### src/rtl/lmem_pkg.sv
// Package: shared command encoding and lane geometry for the byte-lane memory.
// Assumes a 32-bit data path made of four 8-bit lanes.
package lmem_pkg;
    localparam int LANES  = 4;
    localparam int LANE_W = 8;
    localparam int DATA_W = LANES * LANE_W;

    typedef enum logic [1:0] {
        CMD_RD_WORD = 2'b00,
        CMD_WR_BYTE = 2'b01,
        CMD_WR_HALF = 2'b10,
        CMD_WR_WORD = 2'b11
    } mem_cmd_e;
endpackage

### src/rtl/lmem_decode.sv
// Module: lmem_decode
// Turns the command and the low two address bits into per-lane write enables,
// a read request and an alignment error. Assumes a 4-lane little-endian word.
module lmem_decode
    import lmem_pkg::*;
(
    input  logic             clk,
    input  logic             rst_n,
    input  logic             en,
    input  logic [1:0]       cmd,
    input  logic [1:0]       offs,
    output logic [LANES-1:0] lane_we,
    output logic             rd_go,
    output logic             misalign
);
    mem_cmd_e cmd_e;
    logic     bad_align;

    // Classify the command and check its alignment rule.
    always_comb begin
        cmd_e = mem_cmd_e'(cmd);
        unique case (cmd_e)
            CMD_RD_WORD: bad_align = (offs != 2'b00);
            CMD_WR_BYTE: bad_align = 1'b0;
            CMD_WR_HALF: bad_align = offs[0];
            CMD_WR_WORD: bad_align = (offs != 2'b00);
            default:     bad_align = 1'b0;
        endcase
    end

    // Produce lane enables for a legal enabled write.
    always_comb begin
        lane_we = '0;
        if (en && !bad_align) begin
            unique case (cmd_e)
                CMD_WR_BYTE: lane_we = LANES'(1) << offs;
                CMD_WR_HALF: lane_we = offs[1] ? 4'b1100 : 4'b0011;
                CMD_WR_WORD: lane_we = '1;
                default:     lane_we = '0;
            endcase
        end
    end

    // Read request and error flag for this cycle.
    always_comb begin
        rd_go    = en && !bad_align && (cmd_e == CMD_RD_WORD);
        misalign = en && bad_align;
    end

    // a byte write enables exactly one lane.
    assert_byte_one_lane_R2: assert property (@(posedge clk) disable iff (!rst_n)
        (en && cmd == 2'b01) |-> ($countones(lane_we) == 1));

    // a legal halfword write enables a pair of lanes.
    assert_half_two_lanes_R3: assert property (@(posedge clk) disable iff (!rst_n)
        (en && cmd == 2'b10 && !offs[0]) |-> ($countones(lane_we) == 2));

    // a misaligned request writes nothing and reads nothing.
    assert_misalign_blocks_R6: assert property (@(posedge clk) disable iff (!rst_n)
        misalign |-> (lane_we == '0 && !rd_go));

    // a read never writes a lane.
    assert_read_no_write_R1: assert property (@(posedge clk) disable iff (!rst_n)
        rd_go |-> (lane_we == '0));
endmodule

### src/rtl/lmem_steer.sv
// Module: lmem_steer
// Replicates right-justified write data across lanes so that any selected lane
// receives the right byte. Assumes byte and halfword data sit in the low bits.
module lmem_steer
    import lmem_pkg::*;
(
    input  logic [1:0]        cmd,
    input  logic [DATA_W-1:0] wdata,
    output logic [DATA_W-1:0] lane_data
);
    // Replicate the payload according to the access size.
    always_comb begin
        unique case (mem_cmd_e'(cmd))
            CMD_WR_BYTE: lane_data = {LANES{wdata[LANE_W-1:0]}};
            CMD_WR_HALF: lane_data = {(LANES/2){wdata[2*LANE_W-1:0]}};
            default:     lane_data = wdata;
        endcase
    end
endmodule

### src/rtl/lmem_store.sv
// Module: lmem_store
// Word array split into byte lanes, each with its own write enable, plus the
// registered read port. Assumes at most one access per cycle.
module lmem_store
    import lmem_pkg::*;
#(
    parameter int DEPTH = 64,
    localparam int IDX_W = $clog2(DEPTH)
) (
    input  logic              clk,
    input  logic              rst_n,
    input  logic [IDX_W-1:0]  idx,
    input  logic [LANES-1:0]  lane_we,
    input  logic [DATA_W-1:0] lane_data,
    input  logic              rd_go,
    output logic [DATA_W-1:0] rdata
);
    for (genvar g = 0; g < LANES; g++) begin : g_lane
        logic [LANE_W-1:0] cells [DEPTH];
        logic [LANE_W-1:0] rd_q;

        // Lane storage: clear on reset, write when this lane is enabled.
        always_ff @(posedge clk) begin
            if (!rst_n) begin
                for (int w = 0; w < DEPTH; w++) cells[w] <= '0;
            end else if (lane_we[g]) begin
                cells[idx] <= lane_data[g*LANE_W +: LANE_W];
            end
        end

        // Lane read register: load on a legal read, otherwise hold.
        always_ff @(posedge clk) begin
            if (!rst_n)     rd_q <= '0;
            else if (rd_go) rd_q <= cells[idx];
        end

        assign rdata[g*LANE_W +: LANE_W] = rd_q;
    end

    // the read output moves only after a legal read.
    assert_rdata_hold_R1: assert property (@(posedge clk) disable iff (!rst_n)
        !rd_go |=> $stable(rdata));
endmodule

### src/rtl/lane_data_ram.sv
// Module: lane_data_ram (top)
// Byte-addressed data memory with a 2-bit size command, registered reads and
// an alignment error flag. Assumes synchronous active-low reset; upper address
// bits beyond the word index are ignored.
module lane_data_ram
    import lmem_pkg::*;
#(
    parameter int DEPTH = 64,
    localparam int IDX_W = $clog2(DEPTH)
) (
    input  logic        clk,
    input  logic        rst_n,
    input  logic        en,
    input  logic [1:0]  cmd,
    input  logic [31:0] addr,
    input  logic [31:0] wdata,
    output logic [31:0] rdata,
    output logic        err
);
    logic [LANES-1:0]  lane_we;
    logic              rd_go;
    logic              misalign;
    logic [DATA_W-1:0] lane_data;
    logic              err_q;

    lmem_decode u_decode (
        .clk      (clk),
        .rst_n    (rst_n),
        .en       (en),
        .cmd      (cmd),
        .offs     (addr[1:0]),
        .lane_we  (lane_we),
        .rd_go    (rd_go),
        .misalign (misalign)
    );

    lmem_steer u_steer (
        .cmd       (cmd),
        .wdata     (wdata),
        .lane_data (lane_data)
    );

    lmem_store #(.DEPTH(DEPTH)) u_store (
        .clk       (clk),
        .rst_n     (rst_n),
        .idx       (addr[IDX_W+1:2]),
        .lane_we   (lane_we),
        .lane_data (lane_data),
        .rd_go     (rd_go),
        .rdata     (rdata)
    );

    // Error flag: reflects the alignment check of the last edge.
    always_ff @(posedge clk) begin
        if (!rst_n) err_q <= 1'b0;
        else        err_q <= misalign;
    end

    assign err = err_q;

    // an idle cycle never leaves the error flag set.
    assert_idle_quiet_R7: assert property (@(posedge clk) disable iff (!rst_n)
        !en |=> !err);
endmodule

### config.mk
export PLATFORM = sky130hd
export DESIGN_NAME = lane_data_ram
export DESIGN_NICKNAME = d
export VERILOG_FILES = /design/src/rtl/lmem_pkg.sv /design/src/rtl/lmem_decode.sv /design/src/rtl/lmem_steer.sv /design/src/rtl/lmem_store.sv /design/src/rtl/lane_data_ram.sv
export SDC_FILE = /design/constraint.sdc
export NUM_CORES = 2
export LEC_CHECK = 0
export ABC_AREA = 1
export BUFFER_PORTS_ARGS = -buffer_cell sky130_fd_sc_hd__buf_4
export CELL_PAD_IN_SITES_DETAIL_PLACEMENT = 1
export CELL_PAD_IN_SITES_GLOBAL_PLACEMENT = 1
export CORE_MARGIN = 5
export CORE_UTILIZATION = 53
export DETAILED_ROUTE_END_ITERATION = 8
export PLACE_DENSITY = 0.83
export SKIP_LAST_GASP = 1
export SLEW_MARGIN = 10
export SYNTH_ARGS = -nofsm -noshare
export SYNTH_HDL_FRONTEND = slang
export SYNTH_HIERARCHICAL = 1
export SYNTH_SLANG_ARGS = --single-unit
### constraint.sdc
create_clock -name clk -period 4.4 [get_ports clk]
set_input_delay 0.88 -clock clk [delete_from_list [all_inputs] [get_ports clk]]
set_output_delay 0.88 -clock clk [all_outputs]
set_load 0.005 [all_outputs]
# Word-level counts from Yosys, hierarchy flattened
# Memory sizes are Yosys's and may differ from the RTL's. A register that Yosys moved wholly into a read port is not among the register bits.
# Cells that the tools add are included.
[classes]
addsub = 0
n_mux = 30
div_mod_pow = 0
n_eq_ne = 3
bitwise = 0
mul = 0
n_reduce_logical = 15
n_shift = 1
n_lt_le_gt_ge = 0
[op_table]
columns = ["op", "n"]
rows = [
  ["$pmux 32 s2", 1],
  ["$mux 8", 4],
  ["$reduce_or 8->1", 4],
  ["$mux 6", 4],
  ["$mux 1", 17],
  ["$pmux 4 s3", 1],
  ["$mux 4", 2],
  ["$logic_not 1->1", 5],
  ["$eq 2x2->1 const B", 2],
  ["$shl 1x2->4 const A", 1],
  ["$logic_and 1x1->1", 3],
  ["$pmux 1 s3", 1],
  ["$eq 2x1->1 const B", 1],
  ["$logic_not 2->1", 1],
  ["$reduce_bool 2->1", 1],
  ["$reduce_or 2->1", 1],
]
[totals]
out_inout_bits = 33
rom_bits = 0
input_bits = 69
regBits = 1
latchBits = 0
mem_bits_rw = 2048
elab_cells = 54
mem_count = 4
[mem_list]
columns = ["name", "words", "width", "read_ports", "rd_clocked_by_memory_dff", "wr", "line_no", "source"]
rows = [
  ["u_store.g_lane[0].cells", 64, 8, 1, 1, 64, "lmem_store.sv:19", "logic [LANE_W-1:0] cells [DEPTH];"],
  ["u_store.g_lane[1].cells", 64, 8, 1, 1, 64, "lmem_store.sv:19", ""],
  ["u_store.g_lane[2].cells", 64, 8, 1, 1, 64, "lmem_store.sv:19", ""],
  ["u_store.g_lane[3].cells", 64, 8, 1, 1, 64, "lmem_store.sv:19", ""],
]

# Depth between registers and ports, before layout
[logic_depth]
depth_word = 11
depth_mapped = 17
mapped_depth_nobuf = 13

# By module
# The synthesis kept the hierarchy.
[modules_own_cells]
columns = ["module", "n_inst", "area_each_um2", "cells_each", "seq_area_each_um2"]
rows = [
  ["lmem_store", 1, 97608.6, 11426, 62139.6],
  ["lmem_steer", 1, 634.4, 93, 0.0],
  ["lmem_decode", 1, 185.2, 36, 0.0],
  ["lane_data_ram", 1, 27.5, 3, 20.0],
]

# Least setup slack after synthesis
# Ideal clock, no wire load.
[synth_timing]
kind = "in2reg"
start = "input cmd[0]"
end = "memory u_store.g_lane[0].cells[55][0] (enable)"
n_path_buf = 1
stages = 12
t_required_ns = 4.071
setup_time_ns = 0.329
setup_slack_ns = 1.655
arrival_time_ns = 2.416
cell_sequence = "inv_1 -> ha_1 -> nand2_1 -> nand2_1 -> nand2_2 -> nand2_2 -> nor2_1 -> nand2_1 -> inv_2 -> buf_1 -> nand2_1 -> nand2_1"
[synth_lines]
columns = ["element", "line_no", "source"]
rows = [
  ["start, declared", "lane_data_ram.sv:14", "input logic [1:0] cmd,"],
  ["end, declared", "lmem_store.sv:19", ""],
]

==> impl_metrics.py <==
metrics = {
    "clocking": {
        "cts_setup_buffers": 0,
        "cts_hold_buf": 0,
        "ctsResizeCount": 0,
        "htree_levels": 4,
        "clk_latency_ns": 0.87,
        "numCtsBuffers": 213,
        "cts_tree": "built",
        "cts.sinks": 2081,
        "cts-root-buf": "clkbuf_16",
        "cts_max_path_buffers": 3,
        "path_clk_slew_ns": 0.06,
    },
    "routing": {
        "wirelength_um": 341000,
        "antenna_left": 0,
        "drc": 0,
        "num_vias": 80100,
        "drtIter0Drc": 7391,
        "first_pass_iters": 6,
        "via_per_inst": 5.71,
        "avgRoutedWirePerCell_um": 24.3,
    },
    "floorplan": {
        "die_w_um": 441,
        "start_util_pct": 53.2,
        "num_rows": 158,
        "fp.dieArea_mm2": 0.194,
        "boundaryPins": 102,
        "core_mm2": 0.185,
        "fp.dieH_um": 441,
    },
    "critical_path": {
        "critPathRequiredTime_ns": 4.91,
        "ff2ff_path_depth": 8,
        "critical_path.max_fanout": 57,
        "critical_path_class": "input pin to register",
        "rrSetupSlack_ns": 2.58,
        "cp-start-kind": "input pin",
        "r2r-start": "u_store/g_lane[3].cells[47][6]",
        "timing.rr.end": "u_store/g_lane[3].rd_q[6]",
        "arrival_ns": 4.26,
        "cp-end-kind": "register",
    },
    "global_routing": {
        "grt_use_met1_pct": 41.0,
        "grt_max_degree": 215,
        "use_met3_pct": 6.52,
        "antenna_found_initial": 10,
        "first_global_vias": 84100,
        "grt_usage_pct": 34.7,
        "use_met2_pct": 58.6,
        "grt_pass1_wl_um": 506000,
        "grt_overflow_total": 0,
        "busiest_layer": "met2",
    },
    "final_layout": {
        "nets": 11400,
        "final_core_util_pct": 58.8,
        "drive_gt1_share_pct": 6.26,
        "fin_cells": 14000,
        "area_growth_pct": 10.5,
        "n_fill_cell": 21500,
    },
    "placement": {
        "dp_cells": 13600,
        "portBuffers": 77,
        "hpwl_um": 219000,
        "place.gp.congestion": 0.892,
    },
    "pwr": {
        "p_leak_nw": 47.4,
        "p_per_area_mw_per_mm2": 420,
        "peakVddDrop_v": 0.000366,
    },
    "sta": {
        "finalCriticalPeriod_ns": 3.75,
        "setup_tns_ns": 0,
        "tightest_slew_ns": 1.45,
        "post-route-period-util_pct": 85.2,
        "finalSetupViolCount": 0,
        "fin_skew_ns": 0.0310,
        "hold_viol": 0,
        "rsz0062_at_grt": "false",
        "drv_slew": 0,
        "max_freq_ghz": 0.267,
        "relSlewSlack_pct": 2.94,
    },
    "synthesis": {
        "syn_area_mm2": 0.0985,
        "syn_avg_cell_area_um2": 8.52,
        "yosysUniqueCellTypes": 28,
        "seq_area_frac_synth_pct": 63.1,
        "netlist_instances": 11600,
        "synth_fp_nets": 11600,
        "yosysWarnings": 6,
        "ys_ff_latch": 2081,
    },
    "worst_hold_path": {
        "min-delay-start": "en",
        "min_path_type": "input pin to register",
        "min_path_cells": 5,
        "whs_endpoint": "err",
    },
    "flow_run": {
        "drv_cap": 0,
    },
    "outcome": {
        "outcome": "finished, final reports clean",
    },
}
==> cell usage after synthesis <==
| cell type | n | area share (%) |
|---|---|---|
| nand3_2 | 16 | 0.16 |
| nor3_1 | 1 | 0.0051 |
| o21ai_2 | 4 | 0.036 |
| edfxtp_1 | 2048 | 62 |
| nor2_1 | 2241 | 8.5 |
| buf_2 | 124 | 0.63 |
| nor2_2 | 20 | 0.13 |
| o21ai_0 | 13 | 0.066 |
| nor3_2 | 7 | 0.071 |
| clkbuf_1 | 484 | 1.8 |
| buf_12 | 2 | 0.041 |
| o21ai_1 | 4 | 0.020 |
| dfxtp_1 | 33 | 0.67 |
| a21oi_1 | 11 | 0.056 |
| clkbuf_4 | 1 | 0.0076 |
| o211ai_1 | 5 | 0.038 |
| nand2_1 | 6247 | 24 |
| inv_8 | 1 | 0.011 |
| buf_4 | 12 | 0.092 |
| inv_1 | 81 | 0.31 |
| buf_1 | 63 | 0.24 |
| or2_2 | 5 | 0.032 |
| ha_1 | 6 | 0.076 |
| buf_6 | 2 | 0.023 |
| inv_2 | 50 | 0.19 |
| nor2_8 | 1 | 0.020 |
| nand2_2 | 15 | 0.095 |
| nand3_1 | 61 | 0.31 |
==> state kept, by name, indices dropped and copies added (netlist names) <==
signal,cells
err,1
u_store/g_lane.cells,2048
u_store/g_lane.rd_q,32
==> worst max-delay path by stage <==
stage	startpoint	end	slack, ns
5_1_grt	addr[2]	u_store/g_lane[2].cells[16][0]	0.76
3_5_place_dp	addr[2]	u_store/g_lane[2].cells[16][1]	0.09
6_report	addr[2]	u_store/g_lane[2].cells[16][1]	0.65
2_1_floorplan	cmd[0]	u_store/g_lane[0].cells[55][0]	1.66
4_1_cts	addr[2]	u_store/g_lane[2].cells[16][1]	1.02
3_3_place_gp	addr[4]	u_store/g_lane[0].cells[23][5]	0.17
==> area by class of cell <==
type	count	area (um^2)	area share, %
inverters	132	526	0.483
well taps	2480	3100	2.85
clock inverters	98	896	0.823
diodes	10	25.0	0.0230
multi-input cells	8657	33000	30.3
clock buffers	299	6000	5.51
repair buffers	288	3070	2.82
flip-flops and latches	2081	62200	57.1
==> layer usage <==
| layer | routed length (um) | vias to the layer above |
|---|---|---|
| met4 | 24200 | 6 |
| met3 | 26800 | 914 |
| met2 | 165000 | 3246 |
| li1 | - | 36100 |
| met5 | 45 | - |
| met1 | 126000 | 39900 |
==> cells by family (layout without fill, tap and decap cells) <==
kind of cell / Yosys count / after routing / synth area share [%]
flops: 2081 / 2081 / 63.1
simple gates: 8614 / 8614 / 33.2
other cells: 0 / 10 / 0
fa+ha+maj: 6 / 6 / 0.0762
compound gates: 37 / 37 / 0.216
buf+inv: 820 / 817 / 3.39
==> through the flow <==
| stage | area (um^2) | setup WS [ns] | hold slack, ns | power (mW) |
|---|---|---|---|---|
| floorplan | 98500 | 1.66 | 0.514 | 26.0 |
| global placement | 102000 | 0.173 | 0.588 | 27.7 |
| detailed placement | 102000 | 0.0851 | 0.604 | 28.0 |
| CTS | 109000 | 1.02 | 0.321 | 45.9 |
| global route | 109000 | 0.765 | 0.382 | 47.2 |
| finish | 109000 | 0.653 | 0.381 | 45.7 |
==> critical path, stage by stage <==
cell,delay (ns)
buf_8,0.18
inv_8,0.51
nand2_2,0.25
nor2_1,1.13
nand2_1,0.67
nand2_1,0.53
==> cells in the final DEF, fill, tap and decap left out, drive strengths merged <==
master | Yosys | layout
nand2 | 6262 | 6262
nor2 | 2262 | 2262
edfxtp | 2048 | 2048
clkbuf | 485 | 299
buf | 203 | 288
inv | 132 | 137
nand3 | 77 | 77
clkinv | 0 | 75
dfxtp | 33 | 33
o21ai | 21 | 21
bufinv | 0 | 14
a21oi | 11 | 11
diode | 0 | 10
nor3 | 8 | 8
ha | 6 | 6
o211ai | 5 | 5
or2 | 5 | 5
clkinvlp | 0 | 4
==> report_power, final <==
group | leakage, nW | internal, mW | switching [mW]
Combinational | 24.3 | 1.06 | 3.57
Clock | 3.39 | 10.3 | 7.74
Sequential | 19.7 | 22.7 | 0.343
Total | 47.4 | 34.1 | 11.6
No activity file was read; power rests on OpenSTA's default activity.
